`src/rtl/sq_mm_pkg.sv`:
```
package sq_mm_pkg;

   typedef enum logic [1:0] {
      SQ_POW2  = 2'b00,
      SQ_MINUS = 2'b01,
      SQ_PLUS  = 2'b10,
      SQ_RSVD  = 2'b11
   } sq_mode_e;

   // Value placed in a column after folding from weight 2^(n+k) down to 2^k
   function automatic logic fold_bit(input logic v, input sq_mode_e m);
      case (m)
         SQ_MINUS: return v;
         SQ_PLUS:  return ~v;
         default:  return 1'b0;
      endcase
   endfunction

   // Constant that cancels every +2^k left by inverted folded bits, plus one
   // unit per complemented carry reinsertion (n-1 CSA stages and the final adder).
   function automatic longint sq_corr_k(input int n);
      longint m;
      longint e;
      m = (longint'(1) << n) + 1;
      e = longint'(n) % m;
      for (int i = 1; i < n; i++)
         if (2 * i >= n) e = (e + (longint'(1) << (2 * i - n))) % m;
      for (int i = 0; i < n; i++)
         for (int j = i + 1; j < n; j++)
            if (i + j + 1 >= n) e = (e + (longint'(1) << (i + j + 1 - n))) % m;
      return (m - e) % m;
   endfunction

endpackage

```
`src/rtl/sq_ppgen.sv`:
```
module sq_ppgen #(
   parameter int N = 8
) (
   input  logic [N:0]              op,
   input  sq_mm_pkg::sq_mode_e     mode,
   output logic [N-1:0][N-1:0]     rows
);
   import sq_mm_pkg::*;

   // Row i holds a_i (weight 2i) and 2*a_i*a_j for j>i (weight i+j+1).
   // These weights never share a column after folding, except a_0 in row 0,
   // which moves to the empty column 0 of the last row.
   always_comb begin
      rows = '0;
      for (int i = 1; i < N; i++) begin
         if (2 * i < N) rows[i][2 * i]     = op[i];
         else           rows[i][2 * i - N] = fold_bit(op[i], mode);
      end
      for (int i = 0; i < N; i++) begin
         for (int j = i + 1; j < N; j++) begin
            if (i + j + 1 < N) rows[i][i + j + 1]     = op[i] & op[j];
            else               rows[i][i + j + 1 - N] = fold_bit(op[i] & op[j], mode);
         end
      end
      // a_n (value 2^n) squares to 1 mod 2^n+1; legal inputs then have a_0 = 0
      rows[N-1][0] = op[0] | ((mode == SQ_PLUS) & op[N]);
   end

endmodule

```
`src/rtl/sq_csa.sv`:
```
module sq_csa #(
   parameter int N = 8
) (
   input  logic [N-1:0]         x,
   input  logic [N-1:0]         y,
   input  logic [N-1:0]         z,
   input  sq_mm_pkg::sq_mode_e  mode,
   output logic [N-1:0]         sum,
   output logic [N-1:0]         cry
);
   import sq_mm_pkg::*;

   logic [N-1:0] maj;
   logic         fb;

   assign sum = x ^ y ^ z;
   assign maj = (x & y) | (x & z) | (y & z);

   // carry-feedback multiplexer: drop / end-around / complemented end-around
   always_comb begin
      case (mode)
         SQ_MINUS: fb = maj[N-1];
         SQ_PLUS:  fb = ~maj[N-1];
         default:  fb = 1'b0;
      endcase
   end

   assign cry = {maj[N-2:0], fb};

endmodule

```
`src/rtl/sq_tree.sv`:
```
module sq_tree #(
   parameter int N = 8
) (
   input  logic [N-1:0][N-1:0]  rows,
   input  logic [N-1:0]         krow,
   input  sq_mm_pkg::sq_mode_e  mode,
   output logic [N-1:0]         sum,
   output logic [N-1:0]         cry
);
   localparam int STAGES = N - 1;   // N partial-product rows plus the constant row

   logic [N-1:0] acc_s [STAGES+1];
   logic [N-1:0] acc_c [STAGES+1];

   assign acc_s[0] = rows[0];
   assign acc_c[0] = rows[1];

   generate
      for (genvar k = 0; k < STAGES; k++) begin : g_stage
         logic [N-1:0] addend;
         if (k + 2 < N) begin : g_row
            assign addend = rows[k+2];
         end else begin : g_const
            assign addend = krow;
         end
         sq_csa #(.N(N)) u_csa (
            .x    (acc_s[k]),
            .y    (acc_c[k]),
            .z    (addend),
            .mode (mode),
            .sum  (acc_s[k+1]),
            .cry  (acc_c[k+1])
         );
      end
   endgenerate

   assign sum = acc_s[STAGES];
   assign cry = acc_c[STAGES];

endmodule

```
`src/rtl/sq_endadd.sv`:
```
module sq_endadd #(
   parameter int N = 8
) (
   input  logic [N-1:0]         sa,
   input  logic [N-1:0]         ca,
   input  logic                 kin,
   input  sq_mm_pkg::sq_mode_e  mode,
   output logic [N:0]           res
);
   import sq_mm_pkg::*;

   localparam int LG = $clog2(N);

   logic [N-1:0] gg [LG+1];
   logic [N-1:0] pp [LG+1];
   logic [N-1:0] t_low;
   logic         cout;
   logic         rin;
   logic [N:0]   inc;

   assign pp[0] = sa ^ ca;
   assign gg[0] = (sa & ca) | ({{(N-1){1'b0}}, kin} & pp[0]);

   // Sklansky prefix tree
   generate
      for (genvar l = 0; l < LG; l++) begin : g_lvl
         for (genvar i = 0; i < N; i++) begin : g_bit
            if (((i >> l) & 1) == 1) begin : g_mrg
               assign gg[l+1][i] = gg[l][i] | (pp[l][i] & gg[l][((i >> l) << l) - 1]);
               assign pp[l+1][i] = pp[l][i] & pp[l][((i >> l) << l) - 1];
            end else begin : g_pass
               assign gg[l+1][i] = gg[l][i];
               assign pp[l+1][i] = pp[l][i];
            end
         end
      end
   endgenerate

   assign t_low = pp[0] ^ {gg[LG][N-2:0], kin};
   assign cout  = gg[LG][N-1];

   // reinsertion multiplexer on the adder carry-out
   always_comb begin
      case (mode)
         SQ_MINUS: rin = cout;
         SQ_PLUS:  rin = ~cout;
         default:  rin = 1'b0;
      endcase
   end

   assign inc = {1'b0, t_low} + {{N{1'b0}}, rin};

   always_comb begin
      case (mode)
         SQ_RSVD:  res = '0;
         SQ_MINUS: res = (&inc[N-1:0]) ? '0 : inc;
         default:  res = inc;
      endcase
   end


   always_comb begin
      if (mode == SQ_MINUS) eac_no_ovf_chk: assert (inc[N] == 1'b0);
   end

endmodule

```
`src/rtl/sq_multimod.sv`:
```
module sq_multimod #(
   parameter int N = 8
) (
   input  logic [1:0]  mod_sel,
   input  logic [N:0]  operand,
   output logic [N:0]  square
);
   import sq_mm_pkg::*;

   generate
      if (N < 3 || N > 30) begin : g_bad_width
         $error("sq_multimod: N must lie between 3 and 30");
      end
   endgenerate

   localparam longint KTOT = sq_corr_k(N);
   localparam longint TOPV = longint'(1) << N;
   localparam logic   KIN  = (KTOT == TOPV);
   localparam logic [N-1:0] KROW = KIN ? {N{1'b1}} : KTOT[N-1:0];

   sq_mode_e            mode;
   logic                is_plus;
   logic [N-1:0][N-1:0] rows;
   logic [N-1:0]        krow;
   logic                kin;
   logic [N-1:0]        t_sum;
   logic [N-1:0]        t_cry;

   assign mode    = sq_mode_e'(mod_sel);
   assign is_plus = (mode == SQ_PLUS);
   assign krow    = is_plus ? KROW : '0;
   assign kin     = is_plus & KIN;

   sq_ppgen #(.N(N)) u_pp (
      .op   (operand),
      .mode (mode),
      .rows (rows)
   );

   sq_tree #(.N(N)) u_tree (
      .rows (rows),
      .krow (krow),
      .mode (mode),
      .sum  (t_sum),
      .cry  (t_cry)
   );

   sq_endadd #(.N(N)) u_add (
      .sa   (t_sum),
      .ca   (t_cry),
      .kin  (kin),
      .mode (mode),
      .res  (square)
   );

   // reference products for the checks below
   localparam logic [2*N+1:0] M1W  = {{(N+2){1'b0}}, {N{1'b1}}};
   localparam logic [2*N+1:0] MPW  = {{(N+1){1'b0}}, 1'b1, {(N-1){1'b0}}, 1'b1};
   localparam logic [N:0]     TOPO = {1'b1, {N{1'b0}}};

   logic [2*N+1:0] lo_sq;
   logic [2*N+1:0] full_sq;
   logic [2*N+1:0] m1_ref;
   logic [2*N+1:0] p1_ref;

   assign lo_sq   = {{(N+2){1'b0}}, operand[N-1:0]} * {{(N+2){1'b0}}, operand[N-1:0]};
   assign full_sq = {{(N+1){1'b0}}, operand} * {{(N+1){1'b0}}, operand};
   assign m1_ref  = lo_sq % M1W;
   assign p1_ref  = full_sq % MPW;

   always_comb begin

      if (mode == SQ_POW2) pow2_mode_chk: assert (square == {1'b0, lo_sq[N-1:0]});

      if (mode == SQ_MINUS) minus_mode_chk: assert (square == m1_ref[N:0]);

      if (is_plus && operand <= TOPO) plus_mode_chk: assert (square == p1_ref[N:0]);

      if (mode == SQ_RSVD) rsvd_zero_chk: assert (square == '0);

      if (square[N]) top_bit_chk: assert (is_plus && square[N-1:0] == '0);
   end

endmodule

```
`config.mk`:
```
export PLATFORM = sky130hd
export DESIGN_NAME = sq_multimod
export DESIGN_NICKNAME = d
export VERILOG_FILES = /design/src/rtl/sq_mm_pkg.sv /design/src/rtl/sq_ppgen.sv /design/src/rtl/sq_csa.sv /design/src/rtl/sq_tree.sv /design/src/rtl/sq_endadd.sv /design/src/rtl/sq_multimod.sv
export SDC_FILE = /design/constraint.sdc
export NUM_CORES = 1
export LEC_CHECK = 0
export BUFFER_PORTS_ARGS = -buffer_cell sky130_fd_sc_hd__buf_2
export CAP_MARGIN = 10
export CORE_UTILIZATION = 59
export DETAILED_ROUTE_END_ITERATION = 6
export PLACE_DENSITY_LB_ADDON = 0.25
export SLEW_MARGIN = 10
export SYNTH_ARGS = -nofsm -noshare
export SYNTH_HDL_FRONTEND = slang
export SYNTH_SLANG_ARGS = --single-unit
```
`constraint.sdc`:
```
create_clock -name vclk -period 23.5
set_clock_uncertainty 0.05 [all_clocks]
set_input_delay 3.525 -clock vclk [all_inputs]
set_output_delay 3.525 -clock vclk [all_outputs]
set_load 0.01 [all_outputs]
```
==> results.toml <==
[finish]
most-common-layout-cells = "sky130_fd_sc_hd__inv_1, sky130_fd_sc_hd__nand2_1, sky130_fd_sc_hd__ha_1"
drive_above_1_share_pct = 11.03
layout.cells.non_filler = 316
area_growth_pct = 6.416
mostFrequentLayoutCell = "sky130_fd_sc_hd__inv_1"
insertedDiodeCount = 0
final-seq-area_um2 = 0
clkbuf_count = 0
n_sequential_cell = 0
final.fill_count = 295
nets = 347

[critical_path]
worst_path_most_repeated_cell = "sky130_fd_sc_hd__fa_1"
critPathKind = "input pin to output port"
critPathArrivalTime_ns = 11.04
critical_path_buf_inv_count = 8
crit_family = "adder cells"
critPathCaptureType = "output port"
cp_slowest_cell = "sky130_fd_sc_hd__or4_4"
worstPathMaxFanout = 22
peak_per_stage_delay_on_the_critical_path_ns = 0.58
timing.critical_path.from_type = "input pin"
crit_required_ns = 19.93

[power]
worst_ir_drop_vdd_mv = 0.09634
power.density_cell_area_mw_per_mm2 = 147.4
lkg_pwr_nw = 1.120

[clock_network]
cts_setup_buffers = 0
ctsHoldBuffers = 0
cts.repair.resized = 0

[detailed_routing]
antenna_left = 0
wl_per_cell_um = 13.22
finalWirelength_um = 4177
route.vias.total = 1744
detail_route.first_pass.iterations = 4
dr.first_iter.drc_count = 105
vias_per_cell = 5.519
drc = 0

[floorplanning]
core-area_mm2 = 0.003153
number_of_top_level_design_ports = 20
chipHeight_um = 60.63
fp.dieArea_mm2 = 0.003676
fp-row-count = 20
die-width_um = 60.63
floorplan.initialDensity_pct = 64.33

[timing]
max_slew.worst_pin.slew_ns = 0.5317
layout_min_cycle_time_ns = 14.62
final_sum_of_negative_setup_slack_ns = 0
setup-violations-final = 0
timing.fmax_mhz = 68.41
slew_headroom_pct = 64.43
timing.final.max_slew_violations = 0
setup_repair_after_global_routing_missed_its_margin = "no"
timing.final.crit_share_pct = 62.20
finalHoldViolCount = 0

[placed_design]
placed_cells = 316
detailedPlacementHpwl_um = 3534
gp_routability_congestion = 0.8096
port_buffers = 20

[flow_run]
maxCapViolCount = 0

[run_status]
run_status = "finished, final reports clean"

[logic_synthesis]
synth.yosys.seq_area_share_pct = 0
synthesis.nets = 334
synth.avg_cell_area_um2 = 7.771
ys.warnings.count = 0
netlist_instances = 261
post_synth_instance_area_mm2 = 0.002028
synth_cell_types = 40

[min_path]
hold_class = "input pin to output port"
min_delay_path_depth = 5
worstHoldEndpoint = "square[2]"
hold_path.startpoint = "mod_sel[1]"

[grt]
globalRoute.busiestLayer = "met2"
met1_track_usage_gr_pct = 39.65
grtUsageTotal_pct = 25.11
met3_global_route_usage_pct = 0.8529
wire_length_of_the_first_global_routing_pass_um = 7031
pin_count_of_the_biggest_net_entering_global_routing = 23
grt_use_met2_pct = 40.97
globalRoute.totalOverflow = 0
grt_antenna_before_repair = 0
first_global_vias = 1566
per-layer routing:
layer	vias up	part of all wire, %
li1	884	-
met1	806	50
met2	54	45
met3	0	5.1
met4	0	0
met5	-	0
layout make-up:
cell class	count	area, um^2	area share [%]
Multi-Input combinational cell	209	1834	84.99
Tap cell	44	55.05	2.551
Timing Repair Buffer	22	115.1	5.333
Inverter	41	153.9	7.130
where the power goes:
group	leakage, nW	switching (mW)	internal, mW
clock	0	0	0
sequential	0	0	0
combinational	1.12	0.183	0.135
worst max path at each step:
| stage | from | to | slack, ns | cells past startpoint |
|---|---|---|---|---|
| floorplan | mod_sel[1] | square[3] | 9.56 | 27 |
| global placement | mod_sel[1] | square[0] | 8.97 | 32 |
| detailed placement | mod_sel[1] | square[3] | 8.89 | 32 |
| CTS | mod_sel[1] | square[4] | 8.87 | 32 |
| global route | mod_sel[1] | square[1] | 8.28 | 31 |
| finish | mod_sel[1] | square[4] | 8.88 | 32 |
cells in the mapped netlist (2+ instances only):
master                     number  area, um^2
sky130_fd_sc_hd__o21ai_1        3       15.01
sky130_fd_sc_hd__fa_1          30       600.6
sky130_fd_sc_hd__clkbuf_1      10       37.54
sky130_fd_sc_hd__nor2b_1        3       18.77
sky130_fd_sc_hd__nand2_1       34       127.6
sky130_fd_sc_hd__nor3_1         4       20.02
sky130_fd_sc_hd__a21o_1         3       22.52
sky130_fd_sc_hd__nand2b_1       4       25.02
sky130_fd_sc_hd__nand3b_1       2       15.01
sky130_fd_sc_hd__o21ai_0       16       80.08
sky130_fd_sc_hd__a31oi_1        4       25.02
sky130_fd_sc_hd__nand3_1        5       25.02
sky130_fd_sc_hd__ha_1          32       400.4
sky130_fd_sc_hd__a211oi_1       3       22.52
sky130_fd_sc_hd__a21oi_1       17       85.08
sky130_fd_sc_hd__xnor2_1        4       35.03
sky130_fd_sc_hd__xor2_1         2       17.52
sky130_fd_sc_hd__inv_1         41       153.9
sky130_fd_sc_hd__nor2_1        13       48.80
sky130_fd_sc_hd__and2_1        11       68.82
cell families (layout without fill, tap and decap cells):
logic type / after synthesis / after routing / share of synthesized area [%]
AOI/OAI and AO/OA: 57 / 57 / 17.58
xor gates and xnor gates: 7 / 7 / 3.393
adders and majority gates: 62 / 62 / 49.35
buffers and inverters: 52 / 63 / 9.685
and+or+nand+nor: 83 / 83 / 19.99
worst min-delay path: stages:
cell,delay (ns)
sky130_fd_sc_hd__buf_2,0.11
sky130_fd_sc_hd__nand2_1,0.12
sky130_fd_sc_hd__nand2_1,0.10
sky130_fd_sc_hd__nor2_1,0.03
sky130_fd_sc_hd__buf_2,0.12
per-stage QoR:
step / cell area, um^2 / total power [mW] / util [%] / hold slack, ns / setup slack, ns
after global routing: 2158 / 0.3588 / 68.45 / 7.545 / 8.281
final: 2158 / 0.3181 / 68.45 / 7.487 / 8.883
after CTS: 2158 / 0.3193 / 68.45 / 7.489 / 8.866
after floorplan: 2028 / 0.2418 / - / 7.204 / 9.558
after detailed placement: 2158 / 0.3162 / 68.45 / 7.488 / 8.886
after global placement: 2158 / 0.3146 / 68.45 / 7.482 / 8.973
Power figures use the tool's default switching activity.
